===== src/rtl/cfg_tlp_pkg.sv =====
package cfg_tlp_pkg;

   localparam logic [1:0] REJ_NONE   = 2'd0;
   localparam logic [1:0] REJ_NODEV  = 2'd1;
   localparam logic [1:0] REJ_BADREG = 2'd2;

   localparam logic [1:0] SZ_BYTE = 2'd0;
   localparam logic [1:0] SZ_WORD = 2'd1;

   localparam logic [7:0] FT_RD_LOCAL  = 8'h04;
   localparam logic [7:0] FT_WR_LOCAL  = 8'h44;
   localparam logic [7:0] FT_RD_REMOTE = 8'h05;
   localparam logic [7:0] FT_WR_REMOTE = 8'h45;

   typedef enum logic [1:0] {
      SQ_IDLE = 2'd0,
      SQ_HEAD = 2'd1,
      SQ_TAIL = 2'd2,
      SQ_DATA = 2'd3
   } seq_state_t;

   typedef struct packed {
      logic [31:0] dw0;
      logic [31:0] dw1;
      logic [31:0] dw2;
      logic [31:0] pay;
      logic        three;
      logic        upd;
   } req_hdr_t;

endpackage


===== src/rtl/cfg_tlp_screen.sv =====
module cfg_tlp_screen
   import cfg_tlp_pkg::*;
#(
   parameter int          OFS_W    = 12,
   parameter bit          HIDE_BAR = 1'b1,
   parameter int unsigned BAR_OFS  = 32'h10
) (
   input  logic [7:0]       bus,
   input  logic [7:0]       devfn,
   input  logic [OFS_W-1:0] ofs,
   input  logic [7:0]       root,
   output logic [1:0]       code
);
   localparam logic [OFS_W-1:0] BAR_MATCH = OFS_W'(BAR_OFS);

   logic on_root;
   logic dev_bad;
   logic bar_hit;

   assign on_root = (bus == root);
   assign dev_bad = on_root && (devfn[7:3] != 5'd0);

   generate
      if (HIDE_BAR) begin : g_hide
         assign bar_hit = on_root && (devfn == 8'h00) && (ofs == BAR_MATCH);
      end else begin : g_show
         assign bar_hit = 1'b0;
      end
   endgenerate

   always_comb begin
      if (bar_hit)      code = REJ_BADREG;
      else if (dev_bad) code = REJ_NODEV;
      else              code = REJ_NONE;
   end
endmodule


===== src/rtl/cfg_tlp_hdr.sv =====
module cfg_tlp_hdr
   import cfg_tlp_pkg::*;
#(
   parameter int          OFS_W    = 12,
   parameter logic [7:0]  RP_DEVFN = 8'h00,
   parameter logic [7:0]  RD_TAG   = 8'h1D,
   parameter logic [7:0]  WR_TAG   = 8'h10,
   parameter int unsigned PRIM_OFS = 32'h18
) (
   input  logic             wr,
   input  logic [7:0]       bus,
   input  logic [7:0]       devfn,
   input  logic [OFS_W-1:0] ofs,
   input  logic [1:0]       size,
   input  logic [31:0]      wdata,
   input  logic [7:0]       root,
   output req_hdr_t         hdr
);
   localparam logic [OFS_W-1:0] PRIM_MATCH = OFS_W'(PRIM_OFS);

   logic             on_root;
   logic [7:0]       fmt;
   logic [7:0]       be_wide;
   logic [31:0]      mask;
   logic [OFS_W-1:0] ofs_al;
   logic [4:0]       shamt;

   assign on_root = (bus == root);
   assign ofs_al  = {ofs[OFS_W-1:2], 2'b00};
   assign shamt   = {ofs[1:0], 3'b000};

   always_comb begin
      case ({wr, on_root})
         2'b01:   fmt = FT_RD_LOCAL;
         2'b11:   fmt = FT_WR_LOCAL;
         2'b10:   fmt = FT_WR_REMOTE;
         default: fmt = FT_RD_REMOTE;
      endcase
   end

   always_comb begin
      case (size)
         SZ_BYTE: begin
            be_wide = 8'h01 << ofs[1:0];
            mask    = 32'h0000_00FF;
         end
         SZ_WORD: begin
            be_wide = 8'h03 << ofs[1:0];
            mask    = 32'h0000_FFFF;
         end
         default: begin
            be_wide = 8'h0F;
            mask    = 32'hFFFF_FFFF;
         end
      endcase
   end

   always_comb begin
      hdr.dw0   = {fmt, 14'd0, 10'd1};
      hdr.dw1   = {root, RP_DEVFN, (wr ? WR_TAG : RD_TAG), 4'h0, be_wide[3:0]};
      hdr.dw2   = {bus, devfn, 16'(ofs_al)};
      hdr.pay   = wr ? ((wdata & mask) << shamt) : 32'h0;
      hdr.three = wr && !ofs[2];
      hdr.upd   = wr && on_root && (ofs_al == PRIM_MATCH);
   end
endmodule


===== src/rtl/cfg_tlp_seq.sv =====
module cfg_tlp_seq
   import cfg_tlp_pkg::*;
#(
   parameter logic [7:0] ROOT_INIT = 8'h00
) (
   input  logic        clk,
   input  logic        rst_n,
   input  logic        cmd_valid,
   output logic        cmd_ready,
   input  logic [1:0]  rej_in,
   input  req_hdr_t    hdr,
   output logic        rej_valid,
   output logic [1:0]  rej_code,
   output logic        beat_valid,
   input  logic        beat_ready,
   output logic [63:0] beat_data,
   output logic        beat_sop,
   output logic        beat_eop,
   output logic [7:0]  root_q
);
   seq_state_t  state;
   logic [63:0] nxt2;
   logic [63:0] nxt3;
   logic        three_q;
   logic        upd_q;
   logic [7:0]  new_root;

   assign cmd_ready  = (state == SQ_IDLE);
   assign beat_valid = (state != SQ_IDLE);

   always_ff @(posedge clk or negedge rst_n) begin
      if (!rst_n) begin
         state     <= SQ_IDLE;
         beat_data <= 64'h0;
         beat_sop  <= 1'b0;
         beat_eop  <= 1'b0;
         nxt2      <= 64'h0;
         nxt3      <= 64'h0;
         three_q   <= 1'b0;
         upd_q     <= 1'b0;
         new_root  <= 8'h00;
         root_q    <= ROOT_INIT;
         rej_valid <= 1'b0;
         rej_code  <= REJ_NONE;
      end else begin
         rej_valid <= 1'b0;
         case (state)
            SQ_IDLE: begin
               if (cmd_valid) begin
                  if (rej_in != REJ_NONE) begin
                     rej_valid <= 1'b1;
                     rej_code  <= rej_in;
                  end else begin
                     beat_data <= {hdr.dw1, hdr.dw0};
                     beat_sop  <= 1'b1;
                     beat_eop  <= 1'b0;
                     nxt2      <= hdr.three ? {32'h0, hdr.dw2} : {hdr.pay, hdr.dw2};
                     nxt3      <= {32'h0, hdr.pay};
                     three_q   <= hdr.three;
                     upd_q     <= hdr.upd;
                     new_root  <= hdr.pay[7:0];
                     state     <= SQ_HEAD;
                  end
               end
            end
            SQ_HEAD: begin
               if (beat_ready) begin
                  beat_data <= nxt2;
                  beat_sop  <= 1'b0;
                  beat_eop  <= !three_q;
                  state     <= SQ_TAIL;
               end
            end
            SQ_TAIL: begin
               if (beat_ready) begin
                  if (three_q) begin
                     beat_data <= nxt3;
                     beat_eop  <= 1'b1;
                     state     <= SQ_DATA;
                  end else begin
                     beat_eop <= 1'b0;
                     state    <= SQ_IDLE;
                     if (upd_q) root_q <= new_root;
                  end
               end
            end
            default: begin
               if (beat_ready) begin
                  beat_eop <= 1'b0;
                  state    <= SQ_IDLE;
                  if (upd_q) root_q <= new_root;
               end
            end
         endcase
      end
   end
endmodule


===== src/rtl/cfg_tlp_pack.sv =====
module cfg_tlp_pack
   import cfg_tlp_pkg::*;
#(
   parameter int          OFS_W     = 12,
   parameter logic [7:0]  ROOT_INIT = 8'h00,
   parameter logic [7:0]  RP_DEVFN  = 8'h00,
   parameter logic [7:0]  RD_TAG    = 8'h1D,
   parameter logic [7:0]  WR_TAG    = 8'h10,
   parameter bit          HIDE_BAR  = 1'b1,
   parameter int unsigned BAR_OFS   = 32'h10,
   parameter int unsigned PRIM_OFS  = 32'h18
) (
   input  logic             clk,
   input  logic             rst_n,
   input  logic             cmd_valid,
   output logic             cmd_ready,
   input  logic             cmd_write,
   input  logic [7:0]       cmd_bus,
   input  logic [7:0]       cmd_devfn,
   input  logic [OFS_W-1:0] cmd_offset,
   input  logic [1:0]       cmd_size,
   input  logic [31:0]      cmd_wdata,
   output logic             rej_valid,
   output logic [1:0]       rej_code,
   output logic             beat_valid,
   input  logic             beat_ready,
   output logic [63:0]      beat_data,
   output logic             beat_sop,
   output logic             beat_eop,
   output logic [7:0]       root_bus
);
   generate
      if (OFS_W < 6 || OFS_W > 16) begin : g_bad_ofs_w
         $error("cfg_tlp_pack: OFS_W must lie in 6..16");
      end
      if (BAR_OFS >= (1 << OFS_W) || PRIM_OFS >= (1 << OFS_W)) begin : g_bad_ofs
         $error("cfg_tlp_pack: special offsets must fit in OFS_W");
      end
   endgenerate

   logic [1:0] rej_now;
   req_hdr_t   hdr;

   cfg_tlp_screen #(
      .OFS_W   (OFS_W),
      .HIDE_BAR(HIDE_BAR),
      .BAR_OFS (BAR_OFS)
   ) u_screen (
      .bus  (cmd_bus),
      .devfn(cmd_devfn),
      .ofs  (cmd_offset),
      .root (root_bus),
      .code (rej_now)
   );

   cfg_tlp_hdr #(
      .OFS_W   (OFS_W),
      .RP_DEVFN(RP_DEVFN),
      .RD_TAG  (RD_TAG),
      .WR_TAG  (WR_TAG),
      .PRIM_OFS(PRIM_OFS)
   ) u_hdr (
      .wr   (cmd_write),
      .bus  (cmd_bus),
      .devfn(cmd_devfn),
      .ofs  (cmd_offset),
      .size (cmd_size),
      .wdata(cmd_wdata),
      .root (root_bus),
      .hdr  (hdr)
   );

   cfg_tlp_seq #(
      .ROOT_INIT(ROOT_INIT)
   ) u_seq (
      .clk       (clk),
      .rst_n     (rst_n),
      .cmd_valid (cmd_valid),
      .cmd_ready (cmd_ready),
      .rej_in    (rej_now),
      .hdr       (hdr),
      .rej_valid (rej_valid),
      .rej_code  (rej_code),
      .beat_valid(beat_valid),
      .beat_ready(beat_ready),
      .beat_data (beat_data),
      .beat_sop  (beat_sop),
      .beat_eop  (beat_eop),
      .root_q    (root_bus)
   );
endmodule


===== config.mk =====
export PLATFORM = sky130hd
export DESIGN_NAME = cfg_tlp_pack
export DESIGN_NICKNAME = d
export VERILOG_FILES = /design/src/rtl/cfg_tlp_pkg.sv /design/src/rtl/cfg_tlp_screen.sv /design/src/rtl/cfg_tlp_hdr.sv /design/src/rtl/cfg_tlp_seq.sv /design/src/rtl/cfg_tlp_pack.sv
export SDC_FILE = /design/constraint.sdc
export NUM_CORES = 1
export LEC_CHECK = 0
export ABC_CLOCK_PERIOD_IN_PS = 6400
export BUFFER_PORTS_ARGS = -buffer_cell sky130_fd_sc_hd__clkbuf_2
export CAP_MARGIN = 20
export CORE_MARGIN = 2
export CORE_UTILIZATION = 62
export CTS_BUF_LIST = sky130_fd_sc_hd__clkbuf_4 sky130_fd_sc_hd__clkbuf_8
export CTS_CLUSTER_DIAMETER = 30
export DETAILED_ROUTE_END_ITERATION = 8
export HOLD_SLACK_MARGIN = 0.12
export MAX_ROUTING_LAYER = met4
export PLACE_DENSITY = 0.87
export RECOVER_POWER = 25
export SKIP_LAST_GASP = 1
export SLEW_MARGIN = 20
export SYNTH_ARGS = -nofsm -noshare
export SYNTH_HDL_FRONTEND = slang
export SYNTH_SLANG_ARGS = --single-unit
export TNS_END_PERCENT = 30

===== constraint.sdc =====
create_clock -name clk -period 6.4 [get_ports clk]
set_input_delay 0.64 -clock clk [delete_from_list [all_inputs] [get_ports clk]]
set_output_delay 0.64 -clock clk [all_outputs]
set_load 0.05 [all_outputs]

==> key figures <==
Status
  • Status: completed

Layout
  • Fill cells: 909
  • Area grow syn2layout: 13.7%
  • # diodes: 0
  • Most frequent cells in the layout: dfrtp_1, clkbuf_2, o21ai_0, mux2_2, o31ai_1
  • Layout cells sized above 1: 30.2%
  • Multi-input logic area: 3460 µm²
  • Commonest non-fill, non-tap cell in the layout: dfrtp_1
  • Final non-filler cell total: 1027
  • FF+latch area: 4280 µm²
  • Nets: 913

Power and ir drop
  • Worst vdd ir: 0.000235 V
  • P_leak: 4.34 nW
  • Pwr/cell area: 467 nW/µm²
  • Sequential share of power: 37.7%
  • Comb pwr share: 43.0%
  • Net switching power figure: 1.87 mW
  • Clock power frac: 19.3%
  • Switching Fraction: 43.2%
  • Int Pwr: 2.46 mW

Clock tree
  • Clock buffer depth: 2
  • CTS tree: built
  • TritonCTS buffer count: 17
  • # Post-CTS Setup Buffers: 0
  • CTS resizes: 0
  • CTS root buf: clkbuf_8
  • Clock-pin slew on the worst setup and hold paths: 0.09 ns
  • Skew-Pair Late Insertion Delay: 0.47 ns
  • H-tree depth: 4
  • Clock sink count: 171
  • Hold-fix buffers, CTS: 0

Global route
  • Largest net degree at the start of global routing: 90
  • Grt ovf: 0
  • Antenna violations before repair: 0
  • Vias in the first global route: 6637
  • First-pass GRT wire length: 35.8 mm
  • Total global-route track usage: 33.7%

Drt
  • Routed WL: 22.3 mm
  • Number of DRC markers in iteration 0: 913
  • Vias per inst: 6.53
  • First-pass DRT Iterations: 7
  • Wire length per cell: 21.7 µm
  • Detailed-route via count: 6702
  • # DRC: 0
  • Antenna viol nets, final: 0

Placed design
  • GPL Wtd Cong: 0.913
  • Post-DP HPWL: 15.5 mm
  • Placed Cells: 994
  • Number of I/O port buffers: 145
  • Dpl ws: 2.81 ns

Setup path
  • Crit path max fanout: 69
  • Critical path's slowest cell: buf_4
  • Worst endpoint required time: 6.76 ns
  • CP Class: input pin to flop
  • Crit start category: input pin
  • Critical path arrival: 3.44 ns
  • Worst reg2reg endpoint: u_seq.nxt2[30]$_DFFE_PN0P_
  • Crit-path max cell delay: 0.55 ns
  • Family with the most delay on the worst path: buffers and inverters
  • Reg2reg start: u_seq.state[0]$_DFFE_PN0P_
  • Worst setup EP type: flop
  • Reg2reg path depth: 6
  • R2r setup slk: 3.56 ns
  • Crit path buf inv count: 3
  • Critical-path cell list: clkbuf_2, nor4_2, nand4_2, a211oi_4, buf_4, nor2_2, buf_6, mux2_2

Worst hold path
  • Hold crit path type: input pin to async pin

Synthesis
  • Flop and latch count out of synthesis: 171
  • Prevailing post-synth register cell: dfrtp_1
  • Synthesized area: 8160 µm²
  • Ys async rst share: 100%
  • Mapped Cells: 742
  • Yosys cell types: 51
  • Warnings, synthesis: 0
  • Sequential share of the synthesized area: 52.5%
  • Synth Net Count: 813
  • Avg Inst Size Synth: 11.0 µm²
  • EDFF count, synth: 0

Floorplan
  • DIE AREA: 14100 µm²
  • Die Height: 119 µm
  • Cell Rows: 41
  • Die X: 119 µm
  • Ports: 146
  • Initial Utilization: 64.1%
  • Core area: 12700 µm²

Run
  • Max-cap violations: 0

STA
  • Peak Freq: 324 MHz
  • Final hold violation count: 0
  • Fin Setup TNS: 0 ns
  • Slew headroom: 34.9%
  • Slew @ Worst Pin: 0.977 ns
  • RSZ-0062 raised after global routing: false
  • Final setup viols: 0
  • Min cycle time layout: 3.08 ns
  • Max Clock Skew: 0.00896 ns
  • Fin. max-slew vios: 0
  • Worst setup margin: 3.32 ns
  • Final Cycle Share: 48.2%
## Yosys cell counts, drive strengths merged, types with 10 or more instances
library cell	number	area share, %
dfrtp	171	52
mux2i	16	2.0
o21ai	104	6.4
nand2	45	2.1
clkbuf	41	1.9
a22o	23	2.5
inv	23	1.1
buf	29	2.3
nor2	16	0.86
a21oi	13	0.84
a221o	21	2.6
o31ai	51	4.7
mux2	74	10
a31oi	10	0.84
and2	27	2.1
## worst max-delay path by stage
stage / startpoint / to / depth (start not counted)
after CTS: u_seq.state[0]$_DFFE_PN0P_ / u_seq.nxt2[2]$_DFFE_PN0P_ / 6
after floorplan: u_seq.state[0]$_DFFE_PN0P_ / u_seq.beat_data[59]$_DFFE_PN0P_ / 8
final: cmd_offset[0] / u_seq.nxt2[10]$_DFFE_PN0P_ / 8
after global routing: cmd_offset[0] / u_seq.nxt2[10]$_DFFE_PN0P_ / 8
after detailed placement: cmd_offset[0] / u_seq.nxt2[2]$_DFFE_PN0P_ / 6
after global placement: cmd_offset[0] / u_seq.nxt2[2]$_DFFE_PN0P_ / 6
## registers in the layout, indices dropped and copies added (netlist names)
signal / flops
u_seq.beat_data: 64
u_seq.beat_eop: 1
u_seq.beat_sop: 1
u_seq.new_root: 7
u_seq.nxt2: 58
u_seq.nxt3: 25
u_seq.rej_code: 2
u_seq.rej_valid: 1
u_seq.root_q: 8
u_seq.state: 2
u_seq.three_q: 1
u_seq.upd_q: 1
## worst reg2reg max path, delay by kind of cell, from the launching register on
family	cells	cell delay [ns]
simple gates	2	0.90
fa+ha+maj	1	0.35
buf+inv	2	0.61
flops	1	0.46
mux	1	0.41
## through the flow
stage | utilization [%] | total power, mW | cell area, µm² | hold WS (ns)
final | 72.9 | 4.33 | 9280 | 0.231
after global routing | 72.9 | 4.53 | 9280 | 0.290
after CTS | 72.8 | 4.32 | 9260 | 0.244
after detailed placement | 69.3 | 3.49 | 8810 | 0.477
after global placement | 69.3 | 3.38 | 8810 | 0.467
after floorplan | - | 3.01 | 8160 | 0.344
## power by group through the flow
stage	Clock (mW)	Sequential, mW	Combinational [mW]
5_1_grt	0.887	1.67	1.98
3_5_place_dp	0	1.64	1.84
3_3_place_gp	0	1.61	1.77
2_1_floorplan	0	2.03	0.976
4_1_cts	0.838	1.63	1.85
6_report	0.837	1.63	1.86
## cell type report
type	count	area share [%]
Sequential cell	171	46.1
Multi-Input combinational cell	477	37.3
Timing Repair Buffer	151	8.46
Clock buffer	23	3.35
Tap cell	172	2.32
Clock inverter	9	1.46
Inverter	24	0.971
## metal layers
| metal | up-vias | share of wire [%] | global-route usage (%) |
|---|---|---|---|
| met5 | - | 0 | - |
| met1 | 3308 | 40 | 44.1 |
| li1 | 2919 | - | - |
| met2 | 404 | 48 | 52.8 |
| met3 | 71 | 8.0 | 5.50 |
| met4 | 0 | 3.3 | 13.5 |
## cell families (layout without fill, tap and decap cells)
logic type	after synthesis	count (layout)	share of synthesized area [%]
xor+xnor	8	8	0.859
compound gates	257	257	21.2
buf+inv	94	207	5.26
flops	171	171	52.5
fa+ha+maj	4	4	0.614
mux	90	90	12.2
simple gates	118	118	7.46
Power figures use the tool's default switching activity.
